$ cat src/rtl/xbus_pkg.sv
package xbus_pkg;
  localparam int XB_AW = 16;
  localparam int XB_DW = 8;

  typedef enum logic [2:0] {
    ST_IDLE,
    ST_ROM,
    ST_ALE,
    ST_AHOLD,
    ST_STRB,
    ST_RECOV
  } xb_state_e;

  typedef struct packed {
    logic             fetch;
    logic             we;
    logic [XB_AW-1:0] addr;
    logic [XB_DW-1:0] wdata;
  } xb_req_t;
endpackage

$ cat src/rtl/xbus_route.sv
module xbus_route #(
  parameter int AW     = 16,
  parameter int ROM_AW = 12
) (
  input  logic          fetch,
  input  logic          onchip_en,
  input  logic [AW-1:0] addr,
  output logic          int_hit
);
  logic below_rom;
  assign below_rom = (addr[AW-1:ROM_AW] == '0);
  assign int_hit   = fetch & onchip_en & below_rom;
endmodule

$ cat src/rtl/xbus_phase_tmr.sv
module xbus_phase_tmr #(
  parameter int CW = 2
) (
  input  logic          clk,
  input  logic          rst,
  input  logic          load,
  input  logic [CW-1:0] load_val,
  output logic          done
);
  logic [CW-1:0] cnt_q;

  always_ff @(posedge clk) begin
    if (rst)               cnt_q <= '0;
    else if (load)         cnt_q <= load_val;
    else if (cnt_q != '0)  cnt_q <= cnt_q - 1'b1;
  end

  assign done = (cnt_q == '0);
endmodule

$ cat src/rtl/xbus_pin_drv.sv
module xbus_pin_drv
  import xbus_pkg::*;
(
  input  logic             clk,
  input  logic             rst,
  input  xb_state_e        state_d,
  input  xb_req_t          cur,
  output logic [XB_DW-1:0] ad_out,
  output logic             ad_oe,
  output logic [XB_DW-1:0] addr_hi,
  output logic             ale,
  output logic             prog_rd_n,
  output logic             data_rd_n,
  output logic             data_wr_n
);
  localparam int LO_W = XB_DW;

  always_ff @(posedge clk) begin
    if (rst) begin
      ad_out    <= '0;
      ad_oe     <= 1'b0;
      addr_hi   <= '0;
      ale       <= 1'b0;
      prog_rd_n <= 1'b1;
      data_rd_n <= 1'b1;
      data_wr_n <= 1'b1;
    end else begin
      ale       <= 1'b0;
      prog_rd_n <= 1'b1;
      data_rd_n <= 1'b1;
      data_wr_n <= 1'b1;
      case (state_d)
        ST_ALE: begin
          ale     <= 1'b1;
          ad_oe   <= 1'b1;
          ad_out  <= cur.addr[LO_W-1:0];
          addr_hi <= cur.addr[XB_AW-1:LO_W];
        end
        ST_AHOLD: begin
          ad_oe  <= 1'b1;
          ad_out <= cur.addr[LO_W-1:0];
        end
        ST_STRB: begin
          ad_oe <= cur.we;
          if (cur.we) ad_out <= cur.wdata;
          prog_rd_n <= ~(cur.fetch & ~cur.we);
          data_rd_n <= ~(~cur.fetch & ~cur.we);
          data_wr_n <= ~cur.we;
        end
        ST_RECOV: ad_oe <= cur.we;
        default:  ad_oe <= 1'b0;
      endcase
    end
  end

  AST_STROBE_EXCL: assert property (@(posedge clk) disable iff (rst)
    $countones({~prog_rd_n, ~data_rd_n, ~data_wr_n}) <= 1);
  AST_READ_RELEASED: assert property (@(posedge clk) disable iff (rst)
    (!prog_rd_n || !data_rd_n) |-> !ad_oe);
  AST_ALE_DRIVES_BUS: assert property (@(posedge clk) disable iff (rst)
    ale |-> ad_oe);
  AST_WRITE_DRIVES_BUS: assert property (@(posedge clk) disable iff (rst)
    !data_wr_n |-> ad_oe);
endmodule

$ cat src/rtl/xbus_ctrl.sv
module xbus_ctrl
  import xbus_pkg::*;
#(
  parameter int ROM_AW    = 12,
  parameter int ALE_CYC   = 2,
  parameter int HOLD_CYC  = 1,
  parameter int STRB_CYC  = 3,
  parameter int RECOV_CYC = 1
) (
  input  logic              clk,
  input  logic              rst,
  input  logic              req,
  input  logic              req_fetch,
  input  logic              req_we,
  input  logic [XB_AW-1:0]  req_addr,
  input  logic [XB_DW-1:0]  req_wdata,
  input  logic              onchip_code_en,
  output logic              ack,
  output logic [XB_DW-1:0]  rdata,
  output logic [ROM_AW-1:0] rom_addr,
  input  logic [XB_DW-1:0]  rom_rdata,
  output logic [XB_DW-1:0]  ad_out,
  output logic              ad_oe,
  input  logic [XB_DW-1:0]  ad_in,
  output logic [XB_DW-1:0]  addr_hi,
  output logic              ale,
  output logic              prog_rd_n,
  output logic              data_rd_n,
  output logic              data_wr_n
);
  localparam int MAX_AB = (ALE_CYC > HOLD_CYC) ? ALE_CYC : HOLD_CYC;
  localparam int MAX_SR = (STRB_CYC > RECOV_CYC) ? STRB_CYC : RECOV_CYC;
  localparam int MAXC   = (MAX_AB > MAX_SR) ? MAX_AB : MAX_SR;
  localparam int CW     = (MAXC > 1) ? $clog2(MAXC) : 1;

  xb_state_e         state_q, state_d;
  xb_req_t           cap_q, incoming, cur;
  logic              accept, int_hit, tmr_done, tmr_load;
  logic [CW-1:0]     load_val;
  logic              ack_q;
  logic [XB_DW-1:0]  rdata_q;
  logic [ROM_AW-1:0] rom_addr_q;

  assign incoming = '{fetch: req_fetch, we: req_we & ~req_fetch,
                      addr: req_addr, wdata: req_wdata};
  assign cur = accept ? incoming : cap_q;

  xbus_route #(.AW(XB_AW), .ROM_AW(ROM_AW)) route_i (
    .fetch(req_fetch), .onchip_en(onchip_code_en),
    .addr(req_addr), .int_hit(int_hit));

  xbus_phase_tmr #(.CW(CW)) tmr_i (
    .clk(clk), .rst(rst), .load(tmr_load),
    .load_val(load_val), .done(tmr_done));

  always_comb begin
    state_d = state_q;
    accept  = 1'b0;
    case (state_q)
      ST_IDLE: if (req) begin
        accept  = 1'b1;
        state_d = int_hit ? ST_ROM : ST_ALE;
      end
      ST_ROM:   state_d = ST_IDLE;
      ST_ALE:   if (tmr_done) state_d = ST_AHOLD;
      ST_AHOLD: if (tmr_done) state_d = ST_STRB;
      ST_STRB:  if (tmr_done) state_d = ST_RECOV;
      ST_RECOV: if (tmr_done) state_d = ST_IDLE;
      default:  state_d = ST_IDLE;
    endcase
  end

  always_comb begin
    case (state_d)
      ST_ALE:   load_val = CW'(ALE_CYC - 1);
      ST_AHOLD: load_val = CW'(HOLD_CYC - 1);
      ST_STRB:  load_val = CW'(STRB_CYC - 1);
      ST_RECOV: load_val = CW'(RECOV_CYC - 1);
      default:  load_val = '0;
    endcase
  end
  assign tmr_load = (state_d != state_q);

  always_ff @(posedge clk) begin
    if (rst) begin
      state_q    <= ST_IDLE;
      cap_q      <= '0;
      ack_q      <= 1'b0;
      rdata_q    <= '0;
      rom_addr_q <= '0;
    end else begin
      state_q <= state_d;
      if (accept) cap_q <= incoming;
      if (accept && int_hit) rom_addr_q <= req_addr[ROM_AW-1:0];
      ack_q <= (state_q == ST_ROM) || (state_q == ST_RECOV && tmr_done);
      if (state_q == ST_ROM) rdata_q <= rom_rdata;
      else if (state_q == ST_STRB && tmr_done && !cap_q.we) rdata_q <= ad_in;
    end
  end

  xbus_pin_drv pins_i (
    .clk(clk), .rst(rst), .state_d(state_d), .cur(cur),
    .ad_out(ad_out), .ad_oe(ad_oe), .addr_hi(addr_hi), .ale(ale),
    .prog_rd_n(prog_rd_n), .data_rd_n(data_rd_n), .data_wr_n(data_wr_n));

  assign ack      = ack_q;
  assign rdata    = rdata_q;
  assign rom_addr = rom_addr_q;

  AST_ACK_ONE_CYCLE: assert property (@(posedge clk) disable iff (rst)
    ack |=> !ack);
  AST_ROM_PINS_QUIET: assert property (@(posedge clk) disable iff (rst)
    (state_q == ST_ROM) |-> (!ale && prog_rd_n && data_rd_n && data_wr_n && !ad_oe));
  AST_BUSY_HOLDS_REQ: assert property (@(posedge clk) disable iff (rst)
    (state_q != ST_IDLE) |=> $stable(cap_q));
  AST_NO_ACK_MIDCYCLE: assert property (@(posedge clk) disable iff (rst)
    (!prog_rd_n || !data_rd_n || !data_wr_n) |-> !ack);
endmodule

$ cat config.mk
export PLATFORM = sky130hd
export DESIGN_NAME = xbus_ctrl
export DESIGN_NICKNAME = d
export VERILOG_FILES = /design/src/rtl/xbus_pkg.sv /design/src/rtl/xbus_route.sv /design/src/rtl/xbus_phase_tmr.sv /design/src/rtl/xbus_pin_drv.sv /design/src/rtl/xbus_ctrl.sv
export SDC_FILE = /design/constraint.sdc
export NUM_CORES = 1
export LEC_CHECK = 0
export ABC_CLOCK_PERIOD_IN_PS = 4000
export BUFFER_PORTS_ARGS = -buffer_cell sky130_fd_sc_hd__buf_2
export CAP_MARGIN = 20
export CORE_MARGIN = 1.5
export CORE_UTILIZATION = 40
export CTS_BUF_LIST = sky130_fd_sc_hd__clkbuf_4
export CTS_CLUSTER_SIZE = 20
export DETAILED_ROUTE_END_ITERATION = 10
export GPL_TIMING_DRIVEN = 0
export SLEW_MARGIN = 20
export SYNTH_ARGS = -nofsm -noshare
export SYNTH_HDL_FRONTEND = slang
export SYNTH_SLANG_ARGS = --single-unit
export TNS_END_PERCENT = 30
$ cat constraint.sdc
create_clock -name clk -period 4 [get_ports clk]
set_clock_uncertainty 0.15 [all_clocks]
set_input_delay 0.4 -clock clk [delete_from_list [all_inputs] [get_ports clk]]
set_output_delay 0.4 -clock clk [all_outputs]
set_load 0.02 [all_outputs]
==> out/metrics.cfg, run 1 <==
[run_status]
status = complete, no violations

[synth]
ys_ff_latch = 73
mappedNetlistNets = 384
ys_async_sr_fraction_pct = 0
ys.flop_type = dfxtp_1
syn-cell-area_um2 = 3130
yosysWarnings = 0
avgSynthCellArea_um2 = 9.29
synth-seq-area-share_pct = 46.7
syn_inst = 337
yosysTopAreaCell = dfxtp_1
synth.top_cell.area_share_pct = 46.7
synthTopCellsByArea = dfxtp_1 47%, mux2i_1 7.4%, nand2_1 5.9%
yosysUniqueCellTypes = 38
synth_edf_count = 0

[sta]
fmax_mhz = 381
hold_ws_ns = 0.0641
hold_violations = 0
max_slew_margin_pct = 51.4
setup_violations = 0
min_period_over_period_pct = 65.6
tightest_slew_ns = 0.709
min_period_ns = 2.62
fin_setup_tns_ns = 0
grt_setup_unrepaired = no
drv_slew = 0

[grt]
grt_pass1_wl_um = 12300
grt_pass1_vias = 2466
antenna_found_initial = 0
grt_usage_pct = 19.0
grt_overflow_total = 0
grt_max_degree = 13

[routing]
drt_first_pass_iters = 7
avgViaCountPerCell = 4.97
wl_met3_um = 348
routed_wl_um = 7720
post-route-drc-count = 0
vias = 2687
met1_length_um = 3610
wl_met2_um = 3710
drtIter0Drc = 73
wl_per_cell_um = 14.3
routed.top_layer = met4
ant_nets = 0

[setup_path]
path_buf_inv = 0
critPathRequiredTime_ns = 4.15
crit_arrival_ns = 2.77
path_class = register to register
max_stage_delay_ns = 0.69
end_kind = register
cp-start-kind = register
r2r_start = state_q[1]$_SDFF_PP0_
crit_family = multiplexers
cp_max_fo = 8
rr_worst_depth = 4
r2r_end = pins_i.ad_out[3]$_SDFFE_PP0P_
reg2reg_slack_ns = 1.38
cp_cell_sequence = nor4b_2, mux2i_1, o221ai_4, mux2_2
crit_slowest_cell = mux2i_1

[layout]
final_common_cell = buf_2
design_area_um2 = 3900
final_cell_mix = 92 x buf_2, 73 x dfxtp_1, 49 x nand2_1, 45 x nor2_1, 36 x a21oi_1
area_growth_pct = 24.5
nFillCells = 786
drive_gt1_share_pct = 30.8
diodes = 0
multi_input_area_um2 = 1550
nNetsFinal = 482
regArea_um2 = 1460

[placement]
place_area_um2 = 3690
dp_hpwl_um = 5430
place.gp.congestion = 0.832
portBuffers = 87

[clock_tree]
cts.repair.resized = 0
cts_setup_buffers = 0
cts_root_buf = clkbuf_4
clock_latency_ns = 0.40
cts_buffers = 9
clk_pin_slew_ns = 0.13
htreeDepth = 3
clock_sinks = 73
cts_tree = done
clockBufferDepth = 2
cts_hold_buffers = 0

[floorplanning]
placementRows = 32
dieWidth_um = 91.5
io-pin-count = 88
coreArea_um2 = 7650
dieArea_um2 = 8370
dieHeight_um = 91.5
start_util_pct = 40.9

[hold_path]
hold_start = req_wdata[6]
hold_path.class = input port to register
hold_depth = 3
hold_path_end = cap_q[6]$_SDFF_PP0_

[pwr]
cellPowerDensity_nw_per_um2 = 475
ir_drop_mv = 0.267
p_leak_uw = 0.00163

[run]
drv_cap = 0

-- cell type report --
| cell class | count | share of cell area (%) |
|---|---|---|
| repair buffers | 87 | 11.2 |
| plain buffers | 24 | 2.76 |
| clock buffers | 10 | 1.93 |
| inverters | 2 | 0.193 |
| well taps | 102 | 3.27 |
| clock inverters | 5 | 3.31 |
| multi-input cells | 238 | 39.9 |
| flip-flops and latches | 73 | 37.5 |
-- worst max path at each step --
| stage | start | end | slack, ns | cells past startpoint |
|---|---|---|---|---|
| after floorplan | tmr_i.cnt_q[0]$_SDFFE_PP0P_ | pins_i.ad_out[0]$_SDFFE_PP0P_ | 1.74 | 7 |
| after global placement | req | pins_i.ad_out[7]$_SDFFE_PP0P_ | 1.31 | 5 |
| after detailed placement | req | pins_i.ad_out[4]$_SDFFE_PP0P_ | 1.25 | 5 |
| after CTS | state_q[1]$_SDFF_PP0_ | pins_i.ad_out[4]$_SDFFE_PP0P_ | 1.41 | 4 |
| after global routing | state_q[1]$_SDFF_PP0_ | pins_i.ad_out[2]$_SDFFE_PP0P_ | 1.29 | 4 |
| final | state_q[1]$_SDFF_PP0_ | pins_i.ad_out[3]$_SDFFE_PP0P_ | 1.38 | 4 |
-- cells in the mapped netlist (all sizes together) (2+ instances only) --
cell type and instances:
a2111oi 8, a211oi 11, a21o 2, a21oi 36
buf 8, clkbuf 16, dfxtp 73, inv 2
mux2 16, mux2i 23, nand2 49, nand2b 5
nand3b 3, nor2 46, nor2b 18, nor3 3
nor4b 2, or3 2, or4b 3
-- per-stage QoR --
step	util, %	worst slack, ns	power, µW	std cells
4_1_cts	51.0	1.41	1870	541
2_1_floorplan	-	1.74	1110	337
3_3_place_gp	48.3	1.31	1220	526
3_5_place_dp	48.3	1.25	1230	526
6_report	51.0	1.38	1850	541
5_1_grt	51.0	1.29	1940	541
-- per-layer routing --
metal,vias to the layer above,track usage (%)
li1,1359,-
met1,1253,24.9
met2,70,31.0
met3,5,2.93
met4,0,7.55
met5,-,0
-- sequential cells by signal, summed over array words and instances, names as in the netlist --
| register | count |
|---|---|
| pins_i.ale | 1 |
| pins_i.prog_rd_n | 1 |
| pins_i.ad_out | 8 |
| state_q | 3 |
| rdata | 8 |
| pins_i.data_rd_n | 1 |
| pins_i.ad_oe | 1 |
| rom_addr | 12 |
| ack | 1 |
| tmr_i.cnt_q | 2 |
| cap_q | 26 |
| pins_i.addr_hi | 8 |
| pins_i.data_wr_n | 1 |
-- tightest hold or removal path: cells and delay by family --
family / cells / cell delay, ns
buffers and inverters: 1 / 0.10
AOI/OAI and AO/OA: 1 / 0.05
and+or+nand+nor: 1 / 0.04
-- power by group --
group	internal (µW)	switching, µW
combinational	161	235
clock	385	256
sequential	789	27.1
-- logic make-up (layout without fill, tap and decap cells) --
| family | count (synthesis) | after routing | synth area share [%] |
|---|---|---|---|
| flops | 73 | 73 | 46.7 |
| compound gates | 62 | 62 | 15.0 |
| mux | 39 | 39 | 13.1 |
| simple gates | 135 | 135 | 20.8 |
| buf+inv | 26 | 128 | 3.68 |
| xor+xnor | 1 | 1 | 0.280 |
| fa+ha+maj | 1 | 1 | 0.400 |
Note: power is estimated with default switching activity, not from simulation.
==> run 2, diff against run 1 <==
--- a/config.mk
+++ b/config.mk
@@ -5,7 +5,7 @@
 export SDC_FILE = /design/constraint.sdc
 export NUM_CORES = 1
 export LEC_CHECK = 0
-export ABC_CLOCK_PERIOD_IN_PS = 4000
+export ABC_CLOCK_PERIOD_IN_PS = 2400
 export BUFFER_PORTS_ARGS = -buffer_cell sky130_fd_sc_hd__buf_2
 export CAP_MARGIN = 20
 export CORE_MARGIN = 1.5
@@ -14,6 +14,7 @@
 export CTS_CLUSTER_SIZE = 20
 export DETAILED_ROUTE_END_ITERATION = 10
 export GPL_TIMING_DRIVEN = 0
+export PLACE_DENSITY = 0.66
 export SLEW_MARGIN = 20
 export SYNTH_ARGS = -nofsm -noshare
 export SYNTH_HDL_FRONTEND = slang
==> constraint.sdc (replaced) <==
create_clock -name clk -period 2.4 [get_ports clk]
set_clock_uncertainty 0.15 [all_clocks]
set_input_delay 0.24 -clock clk [delete_from_list [all_inputs] [get_ports clk]]
set_output_delay 0.24 -clock clk [all_outputs]
set_load 0.02 [all_outputs]
==> run 2 against run 1 <==
Combinational power up 89%. Clock power up 15%. Register-to-register slack got worse by 1.3 ns. Non-clock buffer count rose by 42. Via count rose by 6.3%. Highest routed layer unchanged. First-iteration DRC count rose by 30%. Setup slack worse by 1.3 ns.
==> out/metrics.cfg, run 2 (synthesis results as in run 1) <==
[clock_tree]
clk_pin_slew_ns = 0.12
clockBufferDepth = 2
clock_latency_ns = 0.42
cts_tree = done
cts_buffers = 9
cts_root_buf = clkbuf_4
clock_sinks = 73
htreeDepth = 3

[routing]
post-route-drc-count = 0
drtIter0Drc = 95
drt_first_pass_iters = 4
vias = 2855
avgViaCountPerCell = 4.90
routed_wl_um = 8150
wl_per_cell_um = 14.0
ant_nets = 0

[hold_path]
hold_path.class = input port to register
hold_depth = 3
hold_path_end = rdata[7]$_SDFFE_PP0P_
hold_start = ad_in[7]

[placement]
place_area_um2 = 3690
dp_hpwl_um = 5470
place.gp.congestion = 0.821
placedCellCount = 526
portBuffers = 87
dpl_worst_slack_ns = -0.0872

[floorplanning]
dieArea_um2 = 8370
dieHeight_um = 91.5
io-pin-count = 88
coreArea_um2 = 7650
dieWidth_um = 91.5
start_util_pct = 40.9
placementRows = 32

[setup_path]
rr_worst_depth = 8
r2r_start = tmr_i.cnt_q[0]$_SDFFE_PP0P_
critPathRequiredTime_ns = 2.61
end_kind = register
cp.depth = 8
r2r_end = pins_i.ad_out[1]$_SDFFE_PP0P_
cp-start-kind = register
crit_family = simple AND/OR/NAND/NOR gates
crit_slowest_cell = or4b_4
crit_arrival_ns = 2.54
cp_cell_sequence = inv_1, ha_2, or4b_4, buf_6, and2_4, buf_6, a2111oi_2, mux2_2
reg2reg_slack_ns = 0.07
path_class = register to register
path_buf_inv = 3
crit_top_cell = buf_6
max_stage_delay_ns = 0.48
cp_max_fo = 10

[pwr]
cellPowerDensity_nw_per_um2 = 664
swShare_pct = 31.2
p_switching_uw = 889
power.internal_uw = 1960
power.share.sequential_pct = 47.8
p_leak_uw = 0.00179
p_total_uw = 2850
ir_drop_mv = 0.339
p_clk_share_pct = 25.9
p_comb_share_pct = 26.3

[sta]
fmax_mhz = 429
min_period_over_period_pct = 97.1
min_period_ns = 2.33
setup_slack_ns = 0.0687
hold_violations = 0
setup_violations = 0
max_slew_margin_pct = 54.6
grt_setup_unrepaired = yes
drv_slew = 0
tightest_slew_ns = 0.681

[run_status]
status = complete, no violations

[grt]
grt_overflow_total = 0
grt_max_degree = 13
grt_pass1_wl_um = 12900
grt_usage_pct = 20.1
grt_pass1_vias = 2698
antenna_found_initial = 0

[layout]
final_common_cell = buf_2
top_register = cap_q
design_area_um2 = 4290
area_growth_pct = 37.1
regArea_um2 = 1460
nNetsFinal = 524
drive_gt1_share_pct = 29.7
fin_cells = 583
nFillCells = 711
final_cell_mix = 91 x buf_2, 72 x dfxtp_1, 49 x nand2_1, 45 x nor2_1, 39 x dlygate4sd3_1
multi_input_area_um2 = 1580
diodes = 0
largest_reg_flops = 26

[run]
drv_cap = 0

==> run 2: changes by cell type in the layout (fill, tap and decap cells not counted), moves of 2 or more <==
| cell | change |
|---|---|
| bufinv_16 | -3 |
| clkinv_2 | +2 |
| dlygate4sd3_1 | +39 |
| or4b_1 | -2 |
| or4b_4 | +2 |
==> run 2: per-stage QoR <==
step           hold WS, ns  util [%]  TNS (ns)
2_1_floorplan        0.226         -         0
3_3_place_gp         0.291      48.3    -0.653
3_5_place_dp         0.297      48.3    -0.740
4_1_cts            0.00932      55.4         0
5_1_grt             0.0173      56.1    -0.118
6_report           0.00404      56.1         0
==> run 2: timing repair <==
item,in CTS,in global routing
pin swaps,2,1
hold buffers,39,0
resized for setup,3,10
hold endpoints to repair,45,0
setup endpoints to repair,15,35
gates cloned,0,0
buffers inserted,1,2
==> run 2: power by group through the flow <==
stage	registers (µW)	clock network [µW]	logic [µW]
after floorplan	1450	0	398
after global placement	1380	0	648
after detailed placement	1390	0	661
after CTS	1360	765	729
after global routing	1380	814	816
final	1360	739	748
==> run 2: how the worst max path moves through the flow <==
stage	start	end	slack, ns
finish	tmr_i.cnt_q[0]$_SDFFE_PP0P_	pins_i.ad_out[1]$_SDFFE_PP0P_	0.07
global route	state_q[0]$_SDFF_PP0_	rdata[3]$_SDFFE_PP0P_	-0.04
CTS	state_q[1]$_SDFF_PP0_	pins_i.ad_out[1]$_SDFFE_PP0P_	0.003
detailed placement	tmr_i.cnt_q[0]$_SDFFE_PP0P_	pins_i.ad_out[7]$_SDFFE_PP0P_	-0.09
global placement	state_q[1]$_SDFF_PP0_	pins_i.ad_out[7]$_SDFFE_PP0P_	-0.08
floorplan	tmr_i.cnt_q[0]$_SDFFE_PP0P_	pins_i.ad_out[0]$_SDFFE_PP0P_	0.14
==> run 2: area by class of cell <==
class                   count  share of cell area [%]
inverters                   2                   0.175
multi-input cells         238                    36.9
flip-flops and latches     73                    34.1
plain buffers              24                    2.86
well taps                 102                    2.97
repair buffers            129                    20.1
clock inverters             6                    1.40
clock buffers               9                    1.57
==> run 2: worst reg2reg max path, stage by stage, from the launching register on <==
cell,delay (ns)
dfxtp_2,0.37
inv_1,0.05
ha_2,0.19
or4b_4,0.48
buf_6,0.15
and2_4,0.17
buf_6,0.15
a2111oi_2,0.34
mux2_2,0.21
==> run 2: metal layers <==
layer	wire length (µm)	track usage, %
met1	3720	25.5
met2	3880	32.5
met3	339	3.52
met4	210	10.8
met5	0	0
